===== config.mk =====
export PLATFORM = sky130hd
export DESIGN_NAME = strap_irq_ctrl
export DESIGN_NICKNAME = d
export VERILOG_FILES = /design/src/rtl/strap_irq_pkg.sv /design/src/rtl/sirq_sync.sv /design/src/rtl/sirq_mode_latch.sv /design/src/rtl/sirq_line.sv /design/src/rtl/strap_irq_ctrl.sv
export SDC_FILE = /design/constraint.sdc
export NUM_CORES = 1
export LEC_CHECK = 0
export BUFFER_PORTS_ARGS = -buffer_cell sky130_fd_sc_hd__buf_2
export CAP_MARGIN = 30
export CORE_MARGIN = 2
export CORE_UTILIZATION = 49
export DETAILED_ROUTE_END_ITERATION = 10
export PLACE_DENSITY = 0.8
export SLEW_MARGIN = 30
export SYNTH_ARGS = -nofsm -noshare
export SYNTH_HDL_FRONTEND = slang
export SYNTH_SLANG_ARGS = --single-unit

===== constraint.sdc =====
create_clock -name clk -period 1.8 [get_ports clk]
set_input_delay 0.27 -clock clk [delete_from_list [all_inputs] [get_ports clk]]
set_output_delay 0.27 -clock clk [all_outputs]
set_load 0.01 [all_outputs]

===== src/rtl/strap_irq_pkg.sv =====
package strap_irq_pkg;

    // Trigger selection per interrupt line
    typedef enum logic {
        TRIG_LEVEL = 1'b0,
        TRIG_FALL  = 1'b1
    } trig_e;

    // Smallest synchronizer depth that is accepted
    localparam int SYNC_MIN = 2;

endpackage


===== src/rtl/sirq_sync.sv =====
module sirq_sync
    import strap_irq_pkg::*;
#(
    parameter int WIDTH  = 4,
    parameter int STAGES = 2
) (
    input  logic             clk,
    input  logic [WIDTH-1:0] din,
    output logic [WIDTH-1:0] dout
);
    localparam int DEPTH = (STAGES < SYNC_MIN) ? SYNC_MIN : STAGES;

    // The flops run freely, reset or not, so the straps settle before release
    logic [WIDTH-1:0] stage_d [DEPTH];
    logic [WIDTH-1:0] stage_q [DEPTH];

    always_comb begin
        stage_d[0] = din;
        for (int s = 1; s < DEPTH; s++) begin
            stage_d[s] = stage_q[s-1];
        end
    end

    always_ff @(posedge clk) begin
        for (int s = 0; s < DEPTH; s++) begin
            stage_q[s] <= stage_d[s];
        end
    end

    assign dout = stage_q[DEPTH-1];

endmodule


===== src/rtl/sirq_mode_latch.sv =====
module sirq_mode_latch #(
    parameter int WIDTH = 4
) (
    input  logic             clk,
    input  logic             rst_n,
    input  logic [WIDTH-1:0] pads_s,
    output logic [WIDTH-1:0] mode,
    output logic             arm
);
    typedef struct packed {
        logic             in_rst;
        logic             arm;
        logic [WIDTH-1:0] mode;
    } latch_st_t;

    latch_st_t st_d, st_q;

    always_comb begin
        st_d = st_q;
        if (!rst_n) begin
            st_d.in_rst = 1'b1;
            st_d.arm    = 1'b0;
        end else if (st_q.in_rst) begin
            // capture edge: straps go in, requests stay off for this cycle
            st_d.mode   = pads_s;
            st_d.in_rst = 1'b0;
            st_d.arm    = 1'b0;
        end else begin
            st_d.arm = 1'b1;
        end
    end

    always_ff @(posedge clk) begin
        st_q <= st_d;
    end

    assign mode = st_q.mode;
    assign arm  = st_q.arm;

    // once armed, the captured mode must not move
    assert_mode_hold_R2: assert property (@(posedge clk) disable iff (!rst_n)
        st_q.arm |=> $stable(st_q.mode));

    // arming only ever follows a capture edge
    assert_arm_after_capture_R3: assert property (@(posedge clk) disable iff (!rst_n)
        (st_q.in_rst) |=> !st_q.arm);

endmodule


===== src/rtl/sirq_line.sv =====
module sirq_line
    import strap_irq_pkg::*;
(
    input  logic  clk,
    input  logic  rst_n,
    input  logic  arm,
    input  logic  lvl,      // synchronized pad, active low
    input  trig_e trig,
    input  logic  en,
    input  logic  clr,
    output logic  req
);
    typedef struct packed {
        logic prev;
        logic pend;
    } line_st_t;

    line_st_t st_d, st_q;
    logic     fall;

    always_comb begin
        fall     = st_q.prev & ~lvl;
        st_d     = st_q;
        st_d.prev = lvl;    // tracks through reset so held-low straps are no edge
        if (!rst_n || trig == TRIG_LEVEL) begin
            st_d.pend = 1'b0;
        end else if (arm && fall) begin
            st_d.pend = 1'b1;
        end else if (clr) begin
            st_d.pend = 1'b0;
        end
    end

    always_ff @(posedge clk) begin
        st_q <= st_d;
    end

    assign req = en & arm & ((trig == TRIG_FALL) ? st_q.pend : ~lvl);

    assert_fall_latch_R5: assert property (@(posedge clk) disable iff (!rst_n)
        (arm && trig == TRIG_FALL && st_q.prev && !lvl) |=> st_q.pend);

    assert_clear_R6: assert property (@(posedge clk) disable iff (!rst_n)
        (clr && !(st_q.prev && !lvl)) |=> !st_q.pend);

    assert_level_drop_R9: assert property (@(posedge clk) disable iff (!rst_n)
        (trig == TRIG_LEVEL) |=> !st_q.pend);

    assert_mask_R7: assert property (@(posedge clk) disable iff (!rst_n)
        !en |-> !req);

    assert_unarmed_quiet_R3: assert property (@(posedge clk)
        !arm |-> !req);

endmodule


===== src/rtl/strap_irq_ctrl.sv =====
module strap_irq_ctrl
    import strap_irq_pkg::*;
#(
    parameter int NUM_LINES   = 4,
    parameter int SYNC_STAGES = 2
) (
    input  logic                 clk,
    input  logic                 rst_n,
    input  logic [NUM_LINES-1:0] pad_n,
    input  logic [NUM_LINES-1:0] trig_fall,
    input  logic [NUM_LINES-1:0] irq_en,
    input  logic [NUM_LINES-1:0] pend_clr,
    input  logic                 stop_mode,
    output logic [NUM_LINES-1:0] boot_mode,
    output logic [NUM_LINES-1:0] irq_req,
    output logic                 wake
);
    localparam int WAKE_LINE = 0;

    logic [NUM_LINES-1:0] pads_s;
    logic                 arm;

    sirq_sync #(.WIDTH(NUM_LINES), .STAGES(SYNC_STAGES)) u_sync (
        .clk  (clk),
        .din  (pad_n),
        .dout (pads_s)
    );

    sirq_mode_latch #(.WIDTH(NUM_LINES)) u_mode (
        .clk    (clk),
        .rst_n  (rst_n),
        .pads_s (pads_s),
        .mode   (boot_mode),
        .arm    (arm)
    );

    for (genvar i = 0; i < NUM_LINES; i++) begin : g_line
        sirq_line u_line (
            .clk   (clk),
            .rst_n (rst_n),
            .arm   (arm),
            .lvl   (pads_s[i]),
            .trig  (trig_e'(trig_fall[i])),
            .en    (irq_en[i]),
            .clr   (pend_clr[i]),
            .req   (irq_req[i])
        );
    end

    // wake ignores the mask and the other pads
    assign wake = stop_mode & arm & ~pads_s[WAKE_LINE];

    assert_wake_on_pad_R8: assert property (@(posedge clk) disable iff (!rst_n)
        (arm && stop_mode && !pads_s[WAKE_LINE]) |-> wake);

    assert_no_wake_running_R8: assert property (@(posedge clk)
        !stop_mode |-> !wake);

    assert_level_follow_R4: assert property (@(posedge clk) disable iff (!rst_n)
        (arm && !trig_fall[0] && irq_en[0]) |-> (irq_req[0] == !pads_s[0]));

endmodule


Word level (Yosys, flattened, before mapping)
Memories as Yosys holds them, arrays and structs flattened.
Index checks and enable logic that the tools add are counted.
Storage, ports and cells
  word-level logic and storage cells: 62
  register bits: 14
  memories: 1
  RAM bits: 8
  input port bits: 19
  output and inout bits: 9
Memories
  u_sync.stage_q: words 2, bits a word 4, read ports 2, clocked after Yosys merged registers in 0, wr ports 2, RTL line sirq_sync.sv:15  | logic [WIDTH-1:0] stage_q [DEPTH];
Operators by class
  bitwise logic cells: 22
  reductions and logical operators: 14
  multiplexer cells: 14
Operators with widths (number)
  $and A1 B1 Y1: 14
  $mux W1: 13
  $not A1 Y1: 8
  $reduce_bool A2 Y1: 4
  $logic_and A1 B1 Y1: 4
  $logic_or A1 B1 Y1: 4
  $mux W2: 1
  $reduce_and A2 Y1: 1
  $logic_not A1 Y1: 1

Logic depth before layout (Yosys ltp)
Gate-level depths: netlist of run 1.
  depth after elaboration: 4
  depth in mapped cells: 4
  depth with buffers taken out: 2

Modules after synthesis
From an unflattened synthesis of run 1, not the netlist that was laid out.
Unflattened totals
  cells, all modules: 62
  area, all modules: 719.4 µm²
By module, submodules not included
  sirq_line: cells each 10, seq. area each 40.0 µm², area each 85.1 µm², instances 4
  sirq_mode_latch: cells each 13, seq. area each 160.2 µm², area each 210.2 µm², instances 1
  sirq_sync: cells each 8, seq. area each 160.2 µm², area each 160.2 µm², instances 1
  strap_irq_ctrl: cells each 1, seq. area each 0.0 µm², area each 8.8 µm², instances 1

Least setup slack after synthesis of run 1
Ideal clock, no wire load.
  path type: register to output
  start point: mem u_sync.stage_q[1][0] (netlist: u_sync.stage_q[0][4])
  end point: out irq_req[0]
  path slack: 765 ps
  cell stages (with the launch flop): 4
  buffers on the path: 1
  required time: 1530 ps
  data arrival time: 765 ps
  cell sequence: dfxtp_1 -> or2_0 -> a21oi_1 -> buf_4
RTL lines
  start, declared: RTL line sirq_sync.sv:15
  end, declared: RTL line strap_irq_ctrl.sv:15  | output logic [NUM_LINES-1:0] irq_req,

Final worst setup path of run 1
  start point: reg u_mode.st_q, in the netlist u_mode.arm
  end point: out irq_req[3]
On the way
  word-level cells in the longest chain between the ends: 2
Ends and longest elaborated chain
  start, declared: RTL line sirq_mode_latch.sv:16  | latch_st_t st_d, st_q;
  start signal, assigned: RTL line sirq_mode_latch.sv:34  | st_q <= st_d;
  $and A1 B1 Y1 (2 in a row): RTL line sirq_line.sv:38  | assign req = en & arm & ((trig == TRIG_FALL) ? st_q.pend : ~lvl);
No other way between the ends.

==> results of run 1 <==
==> power groups by stage <==
stage	Clock, mW	Combinational (mW)	Sequential [mW]
finish	0.203	0.0504	0.537
global route	0.226	0.0559	0.539
CTS	0.212	0.0513	0.537
detailed placement	0	0.0510	0.548
global placement	0	0.0477	0.547
floorplan	0	0.0334	0.543
==> cells in the mapped netlist, drive strengths merged <==
cell type  count  share of area, %
edfxtp         4                16
and2           1              0.85
dfxtp         18                49
inv            1              0.51
or2            4               3.4
and3b          1               1.4
a21oi          8               5.4
nand2b         4               3.4
nor2           1              0.51
nand3b         4               4.1
buf            9               9.6
nand2         12               6.1
==> cells by family after synthesis <==
| family | Yosys count | share of synthesized area, % |
|---|---|---|
| buffers and inverters | 10 | 10.1 |
| and+or+nand+nor | 27 | 19.6 |
| AOI/OAI and AO/OA | 8 | 5.41 |
| DFF | 22 | 64.9 |
==> metrics by stage <==
stage / setup WS [ns] / power, mW / area (um2) / cells
after floorplan: 0.765 / 0.576 / 741 / 67
after global placement: 0.697 / 0.595 / 825 / 101
after detailed placement: 0.631 / 0.600 / 825 / 101
after CTS: 0.319 / 0.800 / 847 / 104
after global routing: 0.249 / 0.821 / 847 / 104
final: 0.342 / 0.790 / 847 / 104
==> worst min-delay path by stage <==
| stage | end | cells past startpoint | slack, ns |
|---|---|---|---|
| after floorplan | u_sync.stage_q[0][0]$_DFF_P_ | 0 | 0.30 |
| after global placement | u_sync.stage_q[0][6]$_DFF_P_ | 0 | 0.31 |
| after detailed placement | u_sync.stage_q[0][7]$_DFF_P_ | 0 | 0.31 |
| after CTS | u_sync.stage_q[0][2]$_DFF_P_ | 1 | 0.06 |
| after global routing | u_sync.stage_q[0][2]$_DFF_P_ | 1 | 0.05 |
| final | u_sync.stage_q[0][1]$_DFF_P_ | 1 | 0.07 |
==> sequential cells by signal, summed over array words and instances, names as in the netlist <==
name                count
u_mode.arm              1
u_mode.st_q             1
g_line.u_line.st_q      8
u_sync.stage_q          8
u_mode.mode             4
==> final cells by class <==
class,instances,area [um2]
timing repair buffer,27,135
inverter,1,3.75
fill,130,607
tap,16,20.0
sequential,22,480
multi-input combinational,35,185
clock buffer,3,22.5
==> layer usage <==
metal	track usage (%)	vias to the layer above	wire length, um	share of wire, %
met4	9.38	0	23	2.0
met1	13.4	237	405	35
met3	2.55	4	73	6.3
met2	24.8	20	661	57
met5	0	-	0	0
li1	-	253	-	-
==> results.md, run 1 <==
* Critical path depth in cells at 3
* Total GRT Usage at between 10% and 20%
* Clock sinks at 22
* Post-Synthesis Cell Area at between 700 and 800 um2
* Most common cell after layout, fill and taps aside: buf_2
* Initial Util at around half
* Syn Inst Count at between 60 and 70
* Most frequent cells in the layout: 27 x buf_2, 18 x dfxtp_1, 12 x nand2_1
* Max IR drop VDD at about 0.58 mV
* First-pass GRT wire length at 1770 um
* Site row count at 14
* Worst Setup End Kind: output port
* Post_cts resized at 0
* Final HPWL DP at around 950 um
* # hold bufs at CTS at 0
* Switching share of power at roughly a fifth
* Worst Setup Path Type: flop to output port
* Worst r2r src: u_mode.arm$_SDFF_PN0_
* Core area at roughly 1500 um2
* I/O Buffers at 27
* Worst Setup Start Kind: flop
* Crit-path leading delay family: flip-flops
* Clock root cell: clkbuf_4
* Post-Syn Nets at 86
* Antenna violations before repair at 0
* Relative max-transition margin at between 80% and 90%
* Critical path buffer and inverter count at 1
* Final min period at about 1.5 ns
* Crit-path cells: nand2_1, a21oi_1, buf_2
* Crit path largest cell delay at ~0.5 ns
* Setup violators final at 0
* Area growth syn-to-layout at 14.4%
* Initial DRC count at 6
* GRT overflow at 0
* Crit path max fanout at 9
* CP arrival at around 1.2 ns
* Final Core Density at 58.3%
* Sum of negative setup slack at 0 ns
* Worst-Margin Slew at approximately 0.29 ns
* Logic pwr share at between 6 and 7%
* Sequential area share after synthesis at 64.9%
* Horiz. Die Dim at about 43 um
* Final WL at ~1200 um
* CP Launch Point: u_mode.arm$_SDFF_PN0_
* Post-route DRC violation count at 0
* H-tree level count at 1
* Worst setup path end: irq_req[3]
* Worst R2R Setup Slack at ~0.95 ns
* Synth unique cells at 13
* R2R cell count at 2
* CTS tree: yes
* Hold Crit Start: pad_n[1]
* Hold crit path type: input pin to flop
* Int Pwr at 631 uW
* Reg clk slew, reported paths at roughly 0.10 ns
* TritonCTS Buffers at 3
* Share of post-route cells with drive strength above 1 at roughly a third
* Crit-path slowest cell: dfxtp_1
* Largest net degree at the start of global routing at 12
* Clock power share at about a quarter
* Via-to-Cell Ratio at between 4 and 5
* Leak pwr at 0.367 nW
* Pins over their slew limit at 0
* Min Hold Slack at 0.0720 ns
* Die Height at between 40 and 50 um
* Ports at 28
* Flop pwr share at just under 70%
* RePlAce Congestion at 0.656
* Max Cap Viol at 0
* Power per Cell Area at 933 nW/um2
* Outcome: finished, final reports clean
* Register bit count reported by yosys at 22
* Final #Nets at about 110
* Highest clock rate at a little under 700 MHz
* Via count at 514
* Setup Fix Bufs, Post-CTS at 0
* Clock Latency Late Sink at around 0.29 ns
* Number of global-route vias before repair at 440
* Yosys warns at 0
* Die area at between 1500 and 2000 um2
* FF-to-FF End: g_line[3].u_line.st_q[0]$_SDFFE_PP0P_
* Final Hold Viols at 0
* Clock Path Buffers at 2
* RSZ-0062 raised after global routing: false
* Post-Syn Area per Cell at around 11 um2
* Routed Antenna Nets at 0
* Worst Skew at 0.000576 ns
* Sw power at about 160 uW
* Final Cycle Share at 81.0%
* First-pass DRT Iterations at 4
* ANT cells at 0
* Wire per inst at approximately 11 um
* CP required at about 1.5 ns
(Power assumes the default switching activity.)
==> run 2, diff against run 1 <==
--- a/config.mk
+++ b/config.mk
@@ -7,10 +7,11 @@
 export LEC_CHECK = 0
 export BUFFER_PORTS_ARGS = -buffer_cell sky130_fd_sc_hd__buf_2
 export CAP_MARGIN = 30
+export CORE_ASPECT_RATIO = 1.25
 export CORE_MARGIN = 2
-export CORE_UTILIZATION = 49
+export CORE_UTILIZATION = 41
 export DETAILED_ROUTE_END_ITERATION = 10
-export PLACE_DENSITY = 0.8
+export PLACE_DENSITY = 0.71
 export SLEW_MARGIN = 30
 export SYNTH_ARGS = -nofsm -noshare
 export SYNTH_HDL_FRONTEND = slang
==> constraint.sdc (replaced) <==
create_clock -name clk -period 1.2 [get_ports clk]
set_input_delay 0.18 -clock clk [delete_from_list [all_inputs] [get_ports clk]]
set_output_delay 0.18 -clock clk [all_outputs]
set_load 0.01 [all_outputs]
==> results.md, run 2 (synthesized netlist as in run 1, its figures left out) <==
* Final Cycle Share at 111%
* Power per Cell Area at roughly 1300 nW/um2
* Failing checks: setup timing
* First-pass GRT wire length at ~1900 um
* Final Core Density at a little over half
* TritonCTS Buffers at 3
* Core area at 1720 um2
* Initial Util at a little over two fifths
* CP required at 1.02 ns
* Worst Skew at slightly above 0.01 ns
* Setup ws final at -0.136 ns
* H-tree level count at 1
* Max Cap Viol at 0
* Final non-filler cell area at ~940 um2
* Ports at 28
* Clock sinks at 22
* Most frequent cells in the layout: 26 x buf_2, 13 x dfxtp_1, 12 x nand2_1
* Worst Setup End Kind: output port
* Antenna violations before repair at 0
* Post-route DRC violation count at 0
* RePlAce Congestion at 0.672
* Crit-path cells: or2_0, a21oi_1, buf_2
* Crit-path leading delay family: flip-flops
* Wire per inst at between 10 and 15 um
* Largest net degree at the start of global routing at 13
* Initial DRC count at 3
* Via-to-Cell Ratio at roughly 4.5
* Clock Latency Late Sink at about 0.30 ns
* CTS tree: yes
* Hold crit path type: input pin to flop
* Crit path largest cell delay at about 0.35 ns
* Pins over their slew limit at 0
* Reg clk slew, reported paths at 0.11 ns
* Die area at between 2000 and 2500 um2
* Most common cell after layout, fill and taps aside: buf_2
* Die Height at between 50 and 60 um
* Total GRT Usage at between 10% and 20%
* CP arrival at around 1.2 ns
* Via count at roughly 530
* First-pass DRT Iterations at 4
* Worst Setup Path Type: flop to output port
* Final HPWL DP at between 800 and 900 um
* Routed Antenna Nets at 0
* Number of global-route vias before repair at ~500
* Setup violators final at 5
* Final #Nets at ~120
* Worst-Margin Slew at about 0.18 ns
* Outcome: complete, but fails checks
* ANT cells at 0
* Site row count at 17
* Crit path max fanout at 2
* Horiz. Die Dim at approximately 42 um
* Share of post-route cells with drive strength above 1 at 41.2%
* Critical path buffer and inverter count at 1
* Area growth syn-to-layout at 27.0%
* Crit-path slowest cell: dfxtp_2
* Relative max-transition margin at 88.1%
* Worst Setup Start Kind: flop
* RSZ-0062 raised after global routing: true
* I/O Buffers at 27
* Clock Path Buffers at 2
* Clock root cell: clkbuf_4
* Final WL at between 1000 and 1500 um
* Max IR drop VDD at roughly 0.83 mV
* GRT overflow at 0
* Final min period at about 1.3 ns
* Dpl cell area at between 800 and 900 um2
* Highest clock rate at roughly 750 MHz
* Leak pwr at a little over 0.4 nW
* Final Hold Viols at 0
==> run 2: cell types whose count changed in the layout (fill, tap and decap cells not counted), sizes merged <==
cell,change
buf,+4
dlygate4sd3,+4
clkinv,+1
==> run 2: path summary, 6_finish.rpt <==
check	start	endpoint	slack (ns)	depth (start not counted)
max	u_sync.stage_q[0][4]$_DFF_P_	irq_req[0]	-0.14	3
min	trig_fall[1]	g_line[1].u_line.st_q[0]$_SDFFE_PP0P_	0.12	3
max reg2reg	u_sync.stage_q[0][4]$_DFF_P_	g_line[0].u_line.st_q[0]$_SDFFE_PP0P_	0.28	4
min reg2reg	u_sync.stage_q[0][2]$_DFF_P_	u_sync.stage_q[0][6]$_DFF_P_	0.33	0
==> run 2: timing repair <==
item,in CTS,in global routing
resized for setup,6,1
pin swaps,8,0
setup endpoints to repair,5,5
hold buffers,4,0
setup buffers,3,1
hold endpoints to repair,4,0
gates cloned,0,0
==> run 2: metal layers <==
layer  vias up  global-route usage [%]  share of wire [%]
met2        17                    20.6                 54
met5         -                       0                  0
li1        269                       -                  -
met1       238                    11.3                 41
met4         0                    8.33                1.1
met3         2                    2.08                4.5
==> run 2: layout make-up <==
cell class,instances,area [um2]
fill,146,782
multi-input combinational,35,185
timing repair buffer,35,215
inverter,1,3.75
tap,19,23.8
clock buffer,3,22.5
clock inverter,1,3.75
sequential,22,487
==> run 2: power by group <==
group	switching [mW]	leakage (nW)	internal [mW]
clock	0.198	0.0154	0.121
combinational	0.0392	0.203	0.0604
sequential	0.0153	0.188	0.790
==> run 2: per-stage QoR <==
stage | hold slack, ns | setup TNS (ns) | cells | power [mW] | setup slack (ns)
final | 0.116 | -0.352 | 116 | 1.22 | -0.136
after global routing | 0.111 | -0.635 | 116 | 1.27 | -0.166
after CTS | 0.110 | -0.351 | 115 | 1.23 | -0.0913
after detailed placement | 0.284 | 0 | 104 | 0.896 | 0.183
after global placement | 0.282 | 0 | 104 | 0.893 | 0.208
after floorplan | 0.208 | 0 | 67 | 0.864 | 0.255
==> run 2: worst min-delay path, stage by stage <==
cell and delay, ns:
buf_2 0.11, nand2_1 0.06, a21oi_1 0.03
